==> src/rtl/dsum_pkg.sv <==
package dsum_pkg;
  // bits needed to hold a delay from 0 up to and including depth
  function automatic int dly_bits(input int depth);
    return $clog2(depth + 1);
  endfunction

  // extra adder bits for summing n operands without overflow
  function automatic int sum_growth(input int n);
    return $clog2(n);
  endfunction
endpackage

==> src/rtl/dsum_delay_line.sv <==
module dsum_delay_line #(
  parameter int W     = 12,
  parameter int DEPTH = 8,
  localparam int DLY_W = dsum_pkg::dly_bits(DEPTH),
  localparam int PTR_W = $clog2(DEPTH)
) (
  input  logic             clk,
  input  logic             rst_n,
  input  logic             en,
  input  logic [W-1:0]     din,
  input  logic [DLY_W-1:0] dly,
  output logic [W-1:0]     dout
);
  logic [W-1:0]     mem [DEPTH];
  logic [PTR_W-1:0] wp_q, wp_d, rd_idx;

  always_comb begin
    wp_d = wp_q;
    if (en) wp_d = wp_q + PTR_W'(1);
  end

  always_ff @(posedge clk or negedge rst_n) begin
    if (!rst_n) wp_q <= '0;
    else        wp_q <= wp_d;
  end

  // storage is not reset
  always_ff @(posedge clk) begin
    if (en) mem[wp_q] <= din;
  end

  // DEPTH is a power of two, so a delay of DEPTH wraps onto the oldest slot
  assign rd_idx = wp_q - dly[PTR_W-1:0];
  assign dout   = (dly == '0) ? din : mem[rd_idx];


  dly_range_chk: assert property (@(posedge clk) disable iff (!rst_n)
    dly <= DLY_W'(DEPTH));
endmodule

==> src/rtl/dsum_tile.sv <==
module dsum_tile #(
  parameter int IN_N  = 4,
  parameter int IN_W  = 12,
  parameter int DEPTH = 8,
  localparam int DLY_W = dsum_pkg::dly_bits(DEPTH),
  localparam int OUT_W = IN_W + dsum_pkg::sum_growth(IN_N)
) (
  input  logic                  clk,
  input  logic                  rst_n,
  input  logic                  en,
  input  logic [IN_N*IN_W-1:0]  din,
  input  logic [IN_N*DLY_W-1:0] dly,
  output logic [OUT_W-1:0]      sum_q
);
  localparam int EXT_W = OUT_W - IN_W;

  logic [IN_N*IN_W-1:0] tap;
  logic [OUT_W-1:0]     sum_d;

  for (genvar k = 0; k < IN_N; k++) begin : g_line
    dsum_delay_line #(.W(IN_W), .DEPTH(DEPTH)) u_line (
      .clk  (clk),
      .rst_n(rst_n),
      .en   (en),
      .din  (din[k*IN_W +: IN_W]),
      .dly  (dly[k*DLY_W +: DLY_W]),
      .dout (tap[k*IN_W +: IN_W])
    );
  end

  always_comb begin
    sum_d = '0;
    for (int k = 0; k < IN_N; k++) begin
      sum_d = sum_d + {{EXT_W{tap[k*IN_W+IN_W-1]}}, tap[k*IN_W +: IN_W]};
    end
  end

  always_ff @(posedge clk or negedge rst_n) begin
    if (!rst_n)  sum_q <= '0;
    else if (en) sum_q <= sum_d;
  end
endmodule

==> src/rtl/dsum_cfg_regs.sv <==
module dsum_cfg_regs #(
  parameter int ELEM_N  = 16,
  parameter int GROUP_N = 4,
  parameter int DEPTH   = 8,
  localparam int DLY_W  = dsum_pkg::dly_bits(DEPTH),
  localparam int ADDR_W = $clog2(ELEM_N + GROUP_N + 1)
) (
  input  logic                     clk,
  input  logic                     rst_n,
  input  logic                     cfg_we,
  input  logic [ADDR_W-1:0]        cfg_addr,
  input  logic [DLY_W-1:0]         cfg_data,
  output logic [ELEM_N*DLY_W-1:0]  res_q,
  output logic [GROUP_N*DLY_W-1:0] grp_q,
  output logic                     cfg_ok,
  output logic                     rej_q
);
  localparam logic [DLY_W-1:0]  DEPTH_V = DLY_W'(DEPTH);
  localparam logic [ADDR_W-1:0] NREG_V  = ADDR_W'(ELEM_N + GROUP_N);

  logic [ELEM_N*DLY_W-1:0]  res_d;
  logic [GROUP_N*DLY_W-1:0] grp_d;
  logic                     rej_d;

  assign cfg_ok = cfg_we && (cfg_data <= DEPTH_V) && (cfg_addr < NREG_V);
  assign rej_d  = cfg_we && !cfg_ok;

  always_comb begin
    res_d = res_q;
    grp_d = grp_q;
    for (int e = 0; e < ELEM_N; e++) begin
      if (cfg_ok && cfg_addr == ADDR_W'(e)) res_d[e*DLY_W +: DLY_W] = cfg_data;
    end
    for (int g = 0; g < GROUP_N; g++) begin
      if (cfg_ok && cfg_addr == ADDR_W'(ELEM_N + g)) grp_d[g*DLY_W +: DLY_W] = cfg_data;
    end
  end

  always_ff @(posedge clk or negedge rst_n) begin
    if (!rst_n) begin
      res_q <= '0;
      grp_q <= '0;
      rej_q <= 1'b0;
    end else begin
      res_q <= res_d;
      grp_q <= grp_d;
      rej_q <= rej_d;
    end
  end


  rej_hold_chk: assert property (@(posedge clk) disable iff (!rst_n)
    (cfg_we && !cfg_ok) |=> ($stable(res_q) && $stable(grp_q)));

  rej_src_chk: assert property (@(posedge clk) disable iff (!rst_n)
    rej_q |-> $past(cfg_we));
endmodule

==> src/rtl/dsum_beam_tree.sv <==
module dsum_beam_tree #(
  parameter int SAMPLE_W = 12,
  parameter int SUB_N    = 4,
  parameter int GROUP_N  = 4,
  parameter int DEPTH    = 8,
  localparam int ELEM_N  = SUB_N * GROUP_N,
  localparam int DLY_W   = dsum_pkg::dly_bits(DEPTH),
  localparam int ADDR_W  = $clog2(ELEM_N + GROUP_N + 1),
  localparam int PSUM_W  = SAMPLE_W + dsum_pkg::sum_growth(SUB_N),
  localparam int BEAM_W  = PSUM_W + dsum_pkg::sum_growth(GROUP_N)
) (
  input  logic                       clk,
  input  logic                       rst_n,
  input  logic                       smp_en,
  input  logic [ELEM_N*SAMPLE_W-1:0] smp_in,
  input  logic                       cfg_we,
  input  logic [ADDR_W-1:0]          cfg_addr,
  input  logic [DLY_W-1:0]           cfg_data,
  output logic [BEAM_W-1:0]          beam,
  output logic                       beam_vld,
  output logic                       cfg_rej
);
  localparam int CNT_MAX = 2 * DEPTH + 1;
  localparam int CNT_W   = $clog2(CNT_MAX + 1);
  localparam logic [CNT_W-1:0] CNT_MAX_V = CNT_W'(CNT_MAX);

  logic [ELEM_N*DLY_W-1:0]   res_dly;
  logic [GROUP_N*DLY_W-1:0]  grp_dly;
  logic                      cfg_ok;
  logic [GROUP_N*PSUM_W-1:0] psum;
  logic [DLY_W:0]            tot, maxtot;
  logic [CNT_W-1:0]          cnt_q, cnt_d;
  logic                      vld_q, vld_d;

  dsum_cfg_regs #(.ELEM_N(ELEM_N), .GROUP_N(GROUP_N), .DEPTH(DEPTH)) u_cfg (
    .clk     (clk),
    .rst_n   (rst_n),
    .cfg_we  (cfg_we),
    .cfg_addr(cfg_addr),
    .cfg_data(cfg_data),
    .res_q   (res_dly),
    .grp_q   (grp_dly),
    .cfg_ok  (cfg_ok),
    .rej_q   (cfg_rej)
  );

  // lower level: one tile per group, residual delays on the element inputs
  for (genvar g = 0; g < GROUP_N; g++) begin : g_sub
    dsum_tile #(.IN_N(SUB_N), .IN_W(SAMPLE_W), .DEPTH(DEPTH)) u_tile (
      .clk  (clk),
      .rst_n(rst_n),
      .en   (smp_en),
      .din  (smp_in[g*SUB_N*SAMPLE_W +: SUB_N*SAMPLE_W]),
      .dly  (res_dly[g*SUB_N*DLY_W +: SUB_N*DLY_W]),
      .sum_q(psum[g*PSUM_W +: PSUM_W])
    );
  end

  // upper level: common group delays on the partial sums
  dsum_tile #(.IN_N(GROUP_N), .IN_W(PSUM_W), .DEPTH(DEPTH)) u_top (
    .clk  (clk),
    .rst_n(rst_n),
    .en   (smp_en),
    .din  (psum),
    .dly  (grp_dly),
    .sum_q(beam)
  );

  // largest end-to-end delay over all elements
  always_comb begin
    maxtot = '0;
    tot    = '0;
    for (int e = 0; e < ELEM_N; e++) begin
      tot = {1'b0, res_dly[e*DLY_W +: DLY_W]} + {1'b0, grp_dly[(e/SUB_N)*DLY_W +: DLY_W]};
      if (tot > maxtot) maxtot = tot;
    end
  end

  always_comb begin
    cnt_d = cnt_q;
    vld_d = vld_q;
    if (cfg_ok) begin
      cnt_d = '0;
      vld_d = 1'b0;
    end else if (smp_en) begin
      vld_d = cnt_q > CNT_W'(maxtot);
      if (cnt_q != CNT_MAX_V) cnt_d = cnt_q + CNT_W'(1);
    end
  end

  always_ff @(posedge clk or negedge rst_n) begin
    if (!rst_n) begin
      cnt_q <= '0;
      vld_q <= 1'b0;
    end else begin
      cnt_q <= cnt_d;
      vld_q <= vld_d;
    end
  end

  assign beam_vld = vld_q;


  vld_clear_chk: assert property (@(posedge clk) disable iff (!rst_n)
    cfg_ok |=> !beam_vld);

  hold_chk: assert property (@(posedge clk) disable iff (!rst_n)
    (!smp_en && !cfg_ok) |=> ($stable(beam) && $stable(beam_vld)));
endmodule

==> config.mk <==
export PLATFORM = sky130hd
export DESIGN_NAME = dsum_beam_tree
export DESIGN_NICKNAME = d
export VERILOG_FILES = /design/src/rtl/dsum_pkg.sv /design/src/rtl/dsum_delay_line.sv /design/src/rtl/dsum_tile.sv /design/src/rtl/dsum_cfg_regs.sv /design/src/rtl/dsum_beam_tree.sv
export SDC_FILE = /design/constraint.sdc
export NUM_CORES = 2
export LEC_CHECK = 0
export BUFFER_PORTS_ARGS = -buffer_cell sky130_fd_sc_hd__clkbuf_2
export CAP_MARGIN = 0
export CELL_PAD_IN_SITES_DETAIL_PLACEMENT = 1
export CELL_PAD_IN_SITES_GLOBAL_PLACEMENT = 1
export CORE_UTILIZATION = 50
export DETAILED_ROUTE_END_ITERATION = 10
export PLACE_DENSITY_LB_ADDON = 0.25
export RECOVER_POWER = 50
export SLEW_MARGIN = 5
export SYNTH_ARGS = -nofsm -noshare
export SYNTH_HDL_FRONTEND = slang
export SYNTH_SLANG_ARGS = --single-unit
==> constraint.sdc <==
create_clock -name clk -period 38.9 [get_ports clk]
set_input_delay 3.89 -clock clk [delete_from_list [all_inputs] [get_ports clk]]
set_output_delay 3.89 -clock clk [all_outputs]
set_load 0.02 [all_outputs]
==> run_results.csv <==
group,metric,value,unit
outcome,status,"complete, but fails checks",
outcome,failed_checks,"max-capacitance violations, max-slew violations",
critical_path,cp_slowest_cell,"a32oi_1",
yosys,ys_seq_elements,2203,
grt,grt_pass1_wl,357000,µm
routing,wl_per_cell,26.2,µm
grt,antenna_found_initial,28,
sta,fin_crit,27.75,ns
place,dp_hpwl,157000,µm
yosys,yosys-top-cells-area,"edfxtp_1, mux4_2, dfrtp_1",
job,max-cap-violations,4,
grt,globalRoute.totalOverflow,0,
yosys,synth.avg_cell_area,16.9,µm²
critical_path,crit_path_start,"u_cfg.grp_q[1]",
sta,fin_skew,0.0266,ns
critical_path,slowest_delay,0.86,ns
clocking,clk_pin_slew_worst_paths,0.06,ns
clocking,clock-root-buffer,"clkbuf_16",
critical_path,worstSetupEndpointType,"flop",
floorplanning,ios,223,
yosys,yosys.cell_count.top_type,"edfxtp_1",
clocking,htreeDepth,4,
critical_path,path_class,"reg2reg",
yosys,synth_edf_count,1984,
critical_path,cp-start-kind,"flop",
clocking,numCtsBuffers,222,
yosys,syn-cell-area,98200,µm²
critical_path,cp-endpoint,"beam_vld",
clocking,cts_tree,"yes",
floorplanning,row_count,162,
clocking,cts_resized,0,
yosys,syn-num-nets,6425,
sta,finalCritPeriodShare,71.3,%
critical_path,reg2reg_depth,115,
routing,drtAntennaViolNets,0,
sta,drv_slew,188,
sta,max_freq,36.0,MHz
routing,vias,52600,
routing,wirelength,237000,µm
sta,worst_pin_slew,4.02,ns
clocking,cts_sinks,2203,
clocking,clk_path_buf_depth,3,
cells_and_area,final_cell_count_no_fill,9060,
min_path,hold_path_startpoint,"u_top.sum_q[5]",
critical_path,r2r_slack,11.15,ns
routing,drc_errors,0,
sta,relSlewSlack,-168,%
critical_path,r2r_end,"beam_vld",
sta,rsz0062_at_grt,"false",
place,portBuffers,222,
yosys,synth_largest_area_cell,"edfxtp_1",
floorplanning,fp.dieH,445,µm
critical_path,path_common_cell,"ha_1",
yosys,synth_top_area_share,60.7,%
cells_and_area,nets,6861,
critical_path,cp_num_buf_inv,6,
yosys,dominantRegCellSynth,"edfxtp_1",
cells_and_area,area_delta_synth_final,13.0,%
routing,drtIter0Drc,3540,
floorplanning,dieWidth,445,µm
floorplanning,core-area,195000,µm²
critical_path,worstPathArrival,28.49,ns
place,gp_congestion,0.856,
clocking,cts_hold_buf,0,
yosys,ys_async_sr_fraction,9.94,%
cells_and_area,drive_above_1_share,20.2,%
sta,final_hold_viol_count,0,
min_path,hold_class,"reg2reg",
routing,first_pass_iters,5,
routing,routed_via_density,5.81,
yosys,synth.distinct_cells,71,
critical_path,worstPathMaxFanout,15,
yosys,ys_warn_count,0,
grt,track_usage,24.1,%
sta,holdWs,0.502,ns
yosys,syn-instance-count,5797,
critical_path,path_depth,115,
critical_path,r2r-start,"u_cfg.grp_q[1]",
clocking,worst_skew_pair.late_latency,0.87,ns
critical_path,required,39.64,ns
floorplanning,dieArea,198000,µm²
grt,grt_max_degree,62,
sta,setup_violations,0,
yosys,yosys-top-cells-count,"edfxtp_1, mux4_2, nand2_1, o21ai_0, ha_1",
critical_path,crit_family,"compound AO/OA/AOI/OAI gates",
cells_and_area,nFillCells,17800,
clocking,cts_setup_buffers,0,
grt,grt_pass1_vias,57100,
place,dp.cells,8633,
yosys,synth_seq_area_share,66.3,%
floorplanning,initial_utilization,50.4,%
sta,setup_tns,0,ns
-- final cells by class --
cell class                 instances  area, µm²  area share (%)
inverter                         199        747           0.674
tap                             2624       3280            2.96
timing repair buffer             427       2330            2.10
antenna                           10       25.0          0.0226
sequential                      2203      65100            58.7
clock inverter                   117       1270            1.15
clock buffer                     300       6090            5.49
multi-input combinational       3180      32100            28.9
-- sequential cells by signal, summed over array words and instances, names as in the netlist --
name,count
g_sub.u_tile.g_line.u_line.mem,1536
u_top.g_line.u_line.mem,448
u_cfg.res_q,64
g_sub.u_tile.sum_q,56
g_sub.u_tile.g_line.u_line.wp_q,48
u_cfg.grp_q,16
u_top.sum_q,16
u_top.g_line.u_line.wp_q,12
cnt_q,5
beam_vld,1
u_cfg.rej_q,1
-- placed cells by master (no fill, tap or decap), types with 9 or more instances in the layout --
| cell type | synthesis | layout |
|---|---|---|
| a211oi_1 | 11 | 11 |
| a21boi_0 | 33 | 33 |
| a21o_1 | 82 | 82 |
| a21oi_1 | 105 | 105 |
| a31oi_1 | 13 | 13 |
| and3_1 | 20 | 20 |
| buf_4 | 0 | 185 |
| bufinv_16 | 0 | 24 |
| clkbuf_1 | 157 | 271 |
| clkbuf_16 | 0 | 225 |
| clkbuf_2 | 0 | 28 |
| clkbuf_8 | 0 | 18 |
| clkinv_1 | 1 | 36 |
| clkinv_2 | 0 | 32 |
| clkinvlp_4 | 0 | 12 |
| dfrtp_1 | 219 | 219 |
| diode_2 | 0 | 10 |
| edfxtp_1 | 1984 | 1984 |
| fa_1 | 113 | 113 |
| ha_1 | 310 | 306 |
| inv_1 | 198 | 198 |
| inv_6 | 0 | 9 |
| mux2_2 | 138 | 138 |
| mux2i_1 | 254 | 254 |
| mux4_2 | 496 | 496 |
| nand2_1 | 431 | 431 |
| nand2b_1 | 57 | 57 |
| nand3_1 | 17 | 17 |
| nor2_1 | 275 | 248 |
| nor2_2 | 1 | 28 |
| nor2b_1 | 39 | 39 |
| nor3_1 | 80 | 48 |
| nor3_2 | 0 | 30 |
| nor4_2 | 0 | 20 |
| o21a_1 | 21 | 21 |
| o21ai_0 | 351 | 351 |
| xnor2_1 | 138 | 118 |
| xnor2_2 | 0 | 19 |
| xor2_1 | 67 | 67 |
-- per-layer routing --
| layer | vias to the layer above | wire length [µm] | part of all wire, % | GRT usage (%) |
|---|---|---|---|---|
| met5 | - | 206 | 0.087 | 0 |
| met2 | 1082 | 119000 | 50 | 40.3 |
| met1 | 27700 | 99300 | 42 | 32.0 |
| met4 | 32 | 6890 | 2.9 | 7.89 |
| met3 | 377 | 11900 | 5.0 | 4.58 |
| li1 | 23400 | - | - | - |
-- worst reg2reg max path, delay by kind of cell, from the launching register on --
kind            cells  cell delay [ns]
compound gates     51            13.98
simple gates       38             6.27
buf+inv             6             0.71
xor+xnor            1             0.26
fa+ha+maj          17             5.20
flops               1             0.59
mux                 2             0.56
-- worst min path at each step --
stage | slack (ns) | end | cells past startpoint
4_1_cts | 0.51 | u_top.sum_q[5] | 1
6_report | 0.50 | u_top.sum_q[5] | 1
5_1_grt | 0.51 | u_top.sum_q[5] | 1
3_3_place_gp | 0.47 | u_top.sum_q[5] | 1
2_1_floorplan | 0.49 | u_top.g_line[0].u_line.wp_q[2] | 1
3_5_place_dp | 0.49 | u_top.sum_q[5] | 1
-- cells by family after synthesis --
| kind of cell | count (synthesis) | synth area share [%] |
|---|---|---|
| XOR/XNOR | 205 | 1.83 |
| adder cells (fa/ha/maj) | 423 | 6.25 |
| AND/OR/NAND/NOR | 972 | 4.29 |
| AO/OA/AOI/OAI | 692 | 4.22 |
| buffers and inverters | 414 | 1.59 |
| multiplexers | 888 | 15.6 |
| flip-flops | 2203 | 66.3 |
-- per-stage QoR --
| stage | area (µm²) | utilization (%) | setup WS (ns) |
|---|---|---|---|
| floorplan | 98200 | - | 16.23 |
| global placement | 104000 | 53.3 | 12.55 |
| detailed placement | 104000 | 53.3 | 11.53 |
| CTS | 111000 | 57.0 | 11.38 |
| global route | 111000 | 56.9 | 8.56 |
| finish | 111000 | 56.9 | 11.15 |
Power is not shown: default switching activity piles up to over one toggle a cycle in this logic, so the estimate is an artifact.
